--- src/rtl/sfr_pkg.sv ---
package sfr_pkg;

    localparam logic [7:0] RD_OPCODE  = 8'hE8;
    localparam int         HDR_BYTES  = 8;
    localparam int         HDR_BITS   = HDR_BYTES * 8;
    localparam int         ADDR_BITS  = 24;
    localparam int         FILL_BITS  = HDR_BITS - 8 - ADDR_BITS;
    localparam int         PAGE_W     = 12;
    localparam int         OFF_W      = 9;

    typedef enum logic [2:0] {
        ST_IDLE,
        ST_SETUP,
        ST_LO,
        ST_HI,
        ST_DELIVER,
        ST_TAIL,
        ST_GAP
    } sfr_state_e;

    typedef struct packed {
        logic              pow2;
        logic [PAGE_W-1:0] page;
        logic [OFF_W-1:0]  off;
    } sfr_req_t;

    // Right-aligned page/byte address; the geometry flag decides the split.
    function automatic logic [ADDR_BITS-1:0] pack_addr(sfr_req_t r);
        logic [ADDR_BITS-1:0] a;
        a = '0;
        if (r.pow2)
            a[PAGE_W+7:0] = {r.page, r.off[7:0]};
        else
            a[PAGE_W+OFF_W-1:0] = {r.page, r.off};
        return a;
    endfunction

    function automatic logic [HDR_BITS-1:0] build_header(sfr_req_t r);
        return {RD_OPCODE, pack_addr(r), {FILL_BITS{1'b0}}};
    endfunction

endpackage

--- src/rtl/sfr_clkdiv.sv ---
module sfr_clkdiv #(
    parameter int HALF = 2
) (
    input  logic clk,
    input  logic rst,
    input  logic en_i,
    output logic tick_o
);
    localparam int CW = (HALF > 1) ? $clog2(HALF) : 1;

    logic [CW-1:0] cnt_q;

    assign tick_o = en_i && (cnt_q == CW'(HALF - 1));

    always_ff @(posedge clk) begin
        if (rst || !en_i)
            cnt_q <= '0;
        else if (tick_o)
            cnt_q <= '0;
        else
            cnt_q <= cnt_q + 1'b1;
    end
endmodule

--- src/rtl/sfr_shift.sv ---
module sfr_shift
    import sfr_pkg::*;
(
    input  logic                clk,
    input  logic                rst,
    input  logic                load_i,
    input  logic [HDR_BITS-1:0] hdr_i,
    input  logic                shift_i,
    input  logic                sample_i,
    input  logic                miso_i,
    output logic                mosi_o,
    output logic [7:0]          rx_o
);
    logic [HDR_BITS-1:0] tx_q;
    logic                mosi_q;
    logic [7:0]          rx_q;

    always_ff @(posedge clk) begin
        if (rst) begin
            tx_q   <= '0;
            mosi_q <= 1'b0;
            rx_q   <= '0;
        end else begin
            if (load_i) begin
                tx_q <= hdr_i;
            end else if (shift_i) begin
                mosi_q <= tx_q[HDR_BITS-1];
                tx_q   <= {tx_q[HDR_BITS-2:0], 1'b0};
            end
            if (sample_i)
                rx_q <= {rx_q[6:0], miso_i};
        end
    end

    assign mosi_o = mosi_q;
    assign rx_o   = rx_q;
endmodule

--- src/rtl/sfr_seq.sv ---
module sfr_seq
    import sfr_pkg::*;
#(
    parameter int CNT_W = 16
) (
    input  logic             clk,
    input  logic             rst,
    input  logic             start_i,
    input  logic [CNT_W-1:0] count_i,
    input  logic             cpol_i,
    input  logic             tick_i,
    input  logic             out_free_i,
    output logic             div_en_o,
    output logic             load_o,
    output logic             shift_o,
    output logic             sample_o,
    output logic             deliver_o,
    output logic             cs_n_o,
    output logic             sck_o,
    output logic             busy_o
);
    localparam int HW = $clog2(HDR_BYTES);

    sfr_state_e       state_q;
    logic [2:0]       bit_q;
    logic [HW-1:0]    hdr_q;
    logic             in_hdr_q;
    logic [CNT_W-1:0] remain_q;
    logic             mode_q;
    logic             gap2_q;
    logic             cs_q;
    logic             sck_q;

    logic accept, lo_end, hi_end, byte_end, data_end, deliver, last_byte, enter_lo;

    always_comb begin
        accept    = (state_q == ST_IDLE) && start_i && (count_i != '0);
        lo_end    = (state_q == ST_LO) && tick_i;
        hi_end    = (state_q == ST_HI) && tick_i;
        byte_end  = hi_end && (bit_q == 3'd0);
        data_end  = byte_end && !in_hdr_q;
        deliver   = (state_q == ST_DELIVER) && out_free_i;
        last_byte = (remain_q == CNT_W'(1));
        enter_lo  = ((state_q == ST_SETUP) && tick_i)
                  || (hi_end && !data_end)
                  || (deliver && !last_byte);
    end

    always_ff @(posedge clk) begin
        if (rst) begin
            state_q  <= ST_IDLE;
            bit_q    <= 3'd7;
            hdr_q    <= '0;
            in_hdr_q <= 1'b1;
            remain_q <= '0;
            mode_q   <= 1'b0;
            gap2_q   <= 1'b0;
            cs_q     <= 1'b1;
            sck_q    <= 1'b0;
        end else begin
            case (state_q)
                ST_IDLE: begin
                    sck_q <= cpol_i;
                    if (accept) begin
                        mode_q   <= cpol_i;
                        cs_q     <= 1'b0;
                        remain_q <= count_i;
                        bit_q    <= 3'd7;
                        hdr_q    <= '0;
                        in_hdr_q <= 1'b1;
                        state_q  <= ST_SETUP;
                    end
                end
                ST_SETUP: begin
                    if (tick_i) begin
                        sck_q   <= 1'b0;
                        state_q <= ST_LO;
                    end
                end
                ST_LO: begin
                    if (tick_i) begin
                        sck_q   <= 1'b1;
                        state_q <= ST_HI;
                    end
                end
                ST_HI: begin
                    if (tick_i) begin
                        bit_q <= bit_q - 3'd1;
                        if (byte_end && in_hdr_q) begin
                            hdr_q <= hdr_q + 1'b1;
                            if (hdr_q == HW'(HDR_BYTES - 1))
                                in_hdr_q <= 1'b0;
                        end
                        if (data_end) begin
                            state_q <= ST_DELIVER;
                        end else begin
                            sck_q   <= 1'b0;
                            state_q <= ST_LO;
                        end
                    end
                end
                ST_DELIVER: begin
                    if (out_free_i) begin
                        remain_q <= remain_q - 1'b1;
                        if (last_byte) begin
                            sck_q   <= mode_q;
                            state_q <= ST_TAIL;
                        end else begin
                            sck_q   <= 1'b0;
                            state_q <= ST_LO;
                        end
                    end
                end
                ST_TAIL: begin
                    if (tick_i) begin
                        cs_q    <= 1'b1;
                        gap2_q  <= 1'b0;
                        state_q <= ST_GAP;
                    end
                end
                ST_GAP: begin
                    if (tick_i) begin
                        if (gap2_q)
                            state_q <= ST_IDLE;
                        else
                            gap2_q <= 1'b1;
                    end
                end
                default: state_q <= ST_IDLE;
            endcase
        end
    end

    assign div_en_o  = (state_q == ST_SETUP) || (state_q == ST_LO) || (state_q == ST_HI)
                     || (state_q == ST_TAIL) || (state_q == ST_GAP);
    assign load_o    = accept;
    assign shift_o   = enter_lo;
    assign sample_o  = lo_end;
    assign deliver_o = deliver;
    assign cs_n_o    = cs_q;
    assign sck_o     = sck_q;
    assign busy_o    = (state_q != ST_IDLE) && (state_q != ST_GAP);
endmodule

--- src/rtl/sflash_stream_rd.sv ---
module sflash_stream_rd
    import sfr_pkg::*;
#(
    parameter int SCK_HALF = 2,
    parameter int CNT_W    = 16
) (
    input  logic              clk,
    input  logic              rst,
    input  logic              cpol_i,
    input  logic              pow2_i,
    input  logic [11:0]       page_i,
    input  logic [8:0]        offset_i,
    input  logic [CNT_W-1:0]  count_i,
    input  logic              start_i,
    output logic              busy_o,
    output logic              cs_n_o,
    output logic              sck_o,
    output logic              mosi_o,
    input  logic              miso_i,
    output logic [7:0]        rd_data_o,
    output logic              rd_valid_o,
    input  logic              rd_ready_i
);
    sfr_req_t            req;
    logic [HDR_BITS-1:0] hdr;
    logic                tick, div_en, load, shift, sample, deliver, out_free;
    logic [7:0]          rx_byte;
    logic [7:0]          data_q;
    logic                valid_q;

    assign req      = '{pow2: pow2_i, page: page_i, off: offset_i};
    assign hdr      = build_header(req);
    assign out_free = !valid_q || rd_ready_i;

    sfr_clkdiv #(.HALF(SCK_HALF)) u_div (
        .clk    (clk),
        .rst    (rst),
        .en_i   (div_en),
        .tick_o (tick)
    );

    sfr_seq #(.CNT_W(CNT_W)) u_seq (
        .clk        (clk),
        .rst        (rst),
        .start_i    (start_i),
        .count_i    (count_i),
        .cpol_i     (cpol_i),
        .tick_i     (tick),
        .out_free_i (out_free),
        .div_en_o   (div_en),
        .load_o     (load),
        .shift_o    (shift),
        .sample_o   (sample),
        .deliver_o  (deliver),
        .cs_n_o     (cs_n_o),
        .sck_o      (sck_o),
        .busy_o     (busy_o)
    );

    sfr_shift u_shift (
        .clk      (clk),
        .rst      (rst),
        .load_i   (load),
        .hdr_i    (hdr),
        .shift_i  (shift),
        .sample_i (sample),
        .miso_i   (miso_i),
        .mosi_o   (mosi_o),
        .rx_o     (rx_byte)
    );

    always_ff @(posedge clk) begin
        if (rst) begin
            valid_q <= 1'b0;
            data_q  <= '0;
        end else if (deliver) begin
            valid_q <= 1'b1;
            data_q  <= rx_byte;
        end else if (rd_ready_i) begin
            valid_q <= 1'b0;
        end
    end

    assign rd_data_o  = data_q;
    assign rd_valid_o = valid_q;
endmodule

--- config.mk ---
export PLATFORM = sky130hd
export DESIGN_NAME = sflash_stream_rd
export DESIGN_NICKNAME = d
export VERILOG_FILES = /design/src/rtl/sfr_pkg.sv /design/src/rtl/sfr_clkdiv.sv /design/src/rtl/sfr_shift.sv /design/src/rtl/sfr_seq.sv /design/src/rtl/sflash_stream_rd.sv
export SDC_FILE = /design/constraint.sdc
export NUM_CORES = 1
export LEC_CHECK = 0
export CAP_MARGIN = 20
export CELL_PAD_IN_SITES_DETAIL_PLACEMENT = 2
export CELL_PAD_IN_SITES_GLOBAL_PLACEMENT = 2
export CORE_MARGIN = 10
export CORE_UTILIZATION = 32
export DETAILED_ROUTE_END_ITERATION = 6
export GPL_ROUTABILITY_DRIVEN = 0
export PLACE_DENSITY = 0.78
export SYNTH_ARGS = -nofsm -noshare
export SYNTH_HDL_FRONTEND = slang
export SYNTH_SLANG_ARGS = --single-unit
export TNS_END_PERCENT = 100
--- constraint.sdc ---
create_clock -name clk -period 2.3 [get_ports clk]
set_clock_uncertainty 0.2 [all_clocks]
set_input_delay 0.46 -clock clk [delete_from_list [all_inputs] [get_ports clk]]
set_output_delay 0.46 -clock clk [all_outputs]
set_load 0.05 [all_outputs]
==> results.md <==
- Status: finished, violations left
- Failing checks: setup timing
- Mux cell area share after synthesis: under 10%
- Final hold violations: 0
- GRT Total Usage: 17.2%
- # setup viols final: 6
- Die area: around 17000 µm²
- Crit path capture type: flop
- Hold_ws: ~0.26 ns
- Final nets: about 650
- Worst min-delay path category: reg2reg
- Clock Path Buffers: 2
- Drt first-iter violations: ~230
- Hold Startpoint: rd_data_o[5]$_SDFFE_PP0P_
- Crit-path slowest cell: dfxtp_2
- Via density: about 5.5
- Data arrival, critical path: between 2 and 2.5 ns
- Crit Path Class: reg2reg
- Inserted Diodes: 0
- PortBufs: between 50 and 60
- Area share of the largest cell type after synthesis: about two fifths
- Max-Cap Viols: 0
- Grt total ovfl: 0
- Top-count cell post-synth: nand2_1
- Core area: between 10000 and 15000 µm²
- Crit-path max cell delay: 0.34 ns
- Worst skew pair latency: ~0.35 ns
- Die height: between 100 and 150 µm
- Number of flops mapped to enable cells by yosys: 0
- Row count: 40
- PwrDens: 943 nW/µm²
- Largest cells by area after synthesis: dfxtp_1 (41%), a21oi_1 (9.4%), nand2_1 (8.7%)
- Path depth of the worst reg2reg path: 10
- Most used DFF post-synth: dfxtp_1
- Post-cts hold buffer count: 0
- Area growth, synth to finish: 45.0%
- Flops & latches, synth: between 80 and 90
- WL final: between 15000 and 20000 µm
- CTS clock-pin slew for the worst setup and hold paths: approximately 0.06 ns
- CP Max Fanout: 5
- Final Cycle Share: 102%
- WP data required: approximately 2.4 ns
- Clk sinks: 81
- Post-Synth Simple-Gate Area: 23.7%
- Synth Instances: around 500
- Least-Margin Pin Slew: ~0.53 ns
- Leakage: approximately 0.0023 µW
- Worst-path cell chain: inv_2 > ha_1 > nor4b_4 > nand4_1 > buf_6 > a221oi_4 > buf_4 > clkbuf_4 > nand2_1 > a21oi_1
- Yosys warns: 0
- Cell type with the largest total area after synthesis: dfxtp_1
- Final WS setup: -0.0477 ns
- Compound-cell area share of the yosys netlist: between 20% and 30%
- Detail Route Antenna Nets: 0
- Antenna violations before repair: 0
- Cell variety after synth: 56
- Post-Synth XOR/XNOR Area: less than 1%
- TritonCTS clock tree: done
- Hold Path Depth: 2
- Pins Over Slew Limit: 0
- Final instance area: roughly 5800 µm²
- Vias in the first global route: ~4600
- Largest family of logic cells by synthesized area: compound AO/OA/AOI/OAI gates
- Die W: ~130 µm
- Root buffer cell: clkbuf_16
- IO Count: 57
- Initial core utilization: roughly 33%
- Residual DRC: 0
- FF-to-FF Start: u_seq.remain_q[1]$_SDFFE_PP0P_
- Pin count of the biggest net entering global routing: between 40 and 50
- Sequential share of the synthesized area: 40.7%
- Max Freq: 426 MHz
- H-tree Lvls: 3
- Hold endpoint: rd_data_o[5]$_SDFFE_PP0P_
- Filler Cell Count: ~1300
- Synth Area in Adders: 1.88%
- Startpoint Class: flop
- Via count: ~4300
- Mapped Area: 3990 µm²
- DP Area: 5150 µm²
- R2r endpoint: u_shift.tx_q[50]$_SDFFE_PP0P_
- Num CTS Buffers: 9
- Register area: roughly 1600 µm²
- Peak VDD IR: between 500 and 600 µV
- Footprint of the multi-input gates: 2310 µm²
- RSZ-0062 raised after global routing: yes
- DP Wirelength: 10400 µm
- DR pass1 iterations: 5
- Pre-CTS setup slack: -0.437 ns
- R2R Setup Slk: -0.05 ns
- Share of post-route cells with drive strength above 1: around a quarter
- Syn nets: between 500 and 600
- Fin Setup TNS: -0.166 ns
- Wire per inst: about 23 µm
- First-pass GRT wire length: about 25000 µm
- Avg Cell Area, Syn: between 8 and 9 µm²
- Synth top cells by count: nand2_1 (92), dfxtp_1 (81), a21oi_1 (75), nor2_1 (28), a22oi_1 (22)
- Async S/R FF share, synth: 0%
- Min Tclk post-route: 2.35 ns
- Rel. slew slack: 64.5%
-- placed cells by master, fill, tap and decap left out, drive strengths merged, types with 2 or more instances in the layout --
cell type and instances:
a22oi 23, a22o 3, mux2 13, nor2 29, clkbuf 14, o22ai 6, nand3b 6, dfxtp 81
nand4 2, clkinv 3, a2bb2oi 2, nor3b 3, or3b 2, a221oi 2, a31oi 7, dlymetal6s2s 14
or3 6, clkdlybuf4s50 39, o21ai 16, nand2b 3, buf 75, and2 2, nor3 18, and3 2
inv 12, a41oi 2, nand3 6, nor2b 5, nand2 92, a21oi 75, ha 6, mux2i 2
nor4 11, a21o 4, a41o 3, a211oi 2
-- power breakdown --
part,total (µW),switching (µW),internal (µW)
registers,1770,174,1600
logic,2230,1240,982
clock network,1450,610,840
total,5450,2030,3420
-- layer usage --
layer | vias up | GRT usage (%) | share of wire, %
li1 | 1988 | - | -
met1 | 2186 | 20.0 | 42
met2 | 86 | 30.2 | 52
met3 | 28 | 4.34 | 3.3
met4 | 0 | 5.50 | 2.2
met5 | - | 0 | 0
-- flip-flops by register name (all words and copies together) (netlist names) --
signal / count
rd_data_o: 8
rd_valid_o: 1
u_div.cnt_q: 1
u_seq.bit_q: 3
u_seq.cs_n_o: 1
u_seq.gap2_q: 1
u_seq.hdr_q: 3
u_seq.in_hdr_q: 1
u_seq.mode_q: 1
u_seq.remain_q: 16
u_seq.sck_o: 1
u_seq.state_q: 3
u_shift.mosi_o: 1
u_shift.rx_o: 8
u_shift.tx_q: 32
-- what timing repair did --
| item | in CTS | in global routing |
|---|---|---|
| gates cloned | 0 | 4 |
| setup buffers | 4 | 5 |
| setup endpoints to repair | 41 | 59 |
| gates resized for setup | 6 | 48 |
| pin swaps | 4 | 10 |
-- metrics by stage --
step           std cells  total power [µW]  utilization (%)
6_report             775              5450             47.7
5_1_grt              775              5700             47.7
4_1_cts              766              5100             45.3
3_5_place_dp         747              3590             42.5
3_3_place_gp         747              3490             42.5
2_1_floorplan        495              2820                -
-- cells by family (layout without fill, tap and decap cells) --
kind of cell             after synthesis  after routing
XOR/XNOR                               1              1
AND/OR/NAND/NOR                      194            194
flip-flops                            81             81
adder cells (fa/ha/maj)                6              6
multiplexers                          15             15
AO/OA/AOI/OAI                        150            150
buffers and inverters                 48            160
-- area by class of cell --
type,instances,share of cell area [%]
clock inverter,5,0.974
tap,168,3.64
timing repair buffer,132,22.5
inverter,12,0.779
sequential,81,28.1
multi-input combinational,366,40.0
clock buffer,11,4.03
-- critical path: cells and delay by family (launching register included) --
kind            cells  cell delay (ns)
compound gates      2             0.44
fa+ha+maj           1             0.16
buf+inv             4             0.66
flops               1             0.34
simple gates        3             0.45
-- how the worst max path moves through the flow --
stage	from	end	depth (start not counted)
2_1_floorplan	count_i[2]	u_seq.remain_q[4]$_SDFFE_PP0P_	7
3_3_place_gp	start_i	u_seq.remain_q[7]$_SDFFE_PP0P_	7
3_5_place_dp	start_i	u_seq.remain_q[1]$_SDFFE_PP0P_	7
4_1_cts	count_i[10]	u_seq.hdr_q[1]$_SDFFE_PP0P_	9
5_1_grt	u_seq.remain_q[0]$_SDFFE_PP0P_	u_seq.remain_q[14]$_SDFFE_PP0P_	8
6_report	u_seq.remain_q[1]$_SDFFE_PP0P_	u_shift.tx_q[50]$_SDFFE_PP0P_	10
Power figures use the tool's default switching activity.
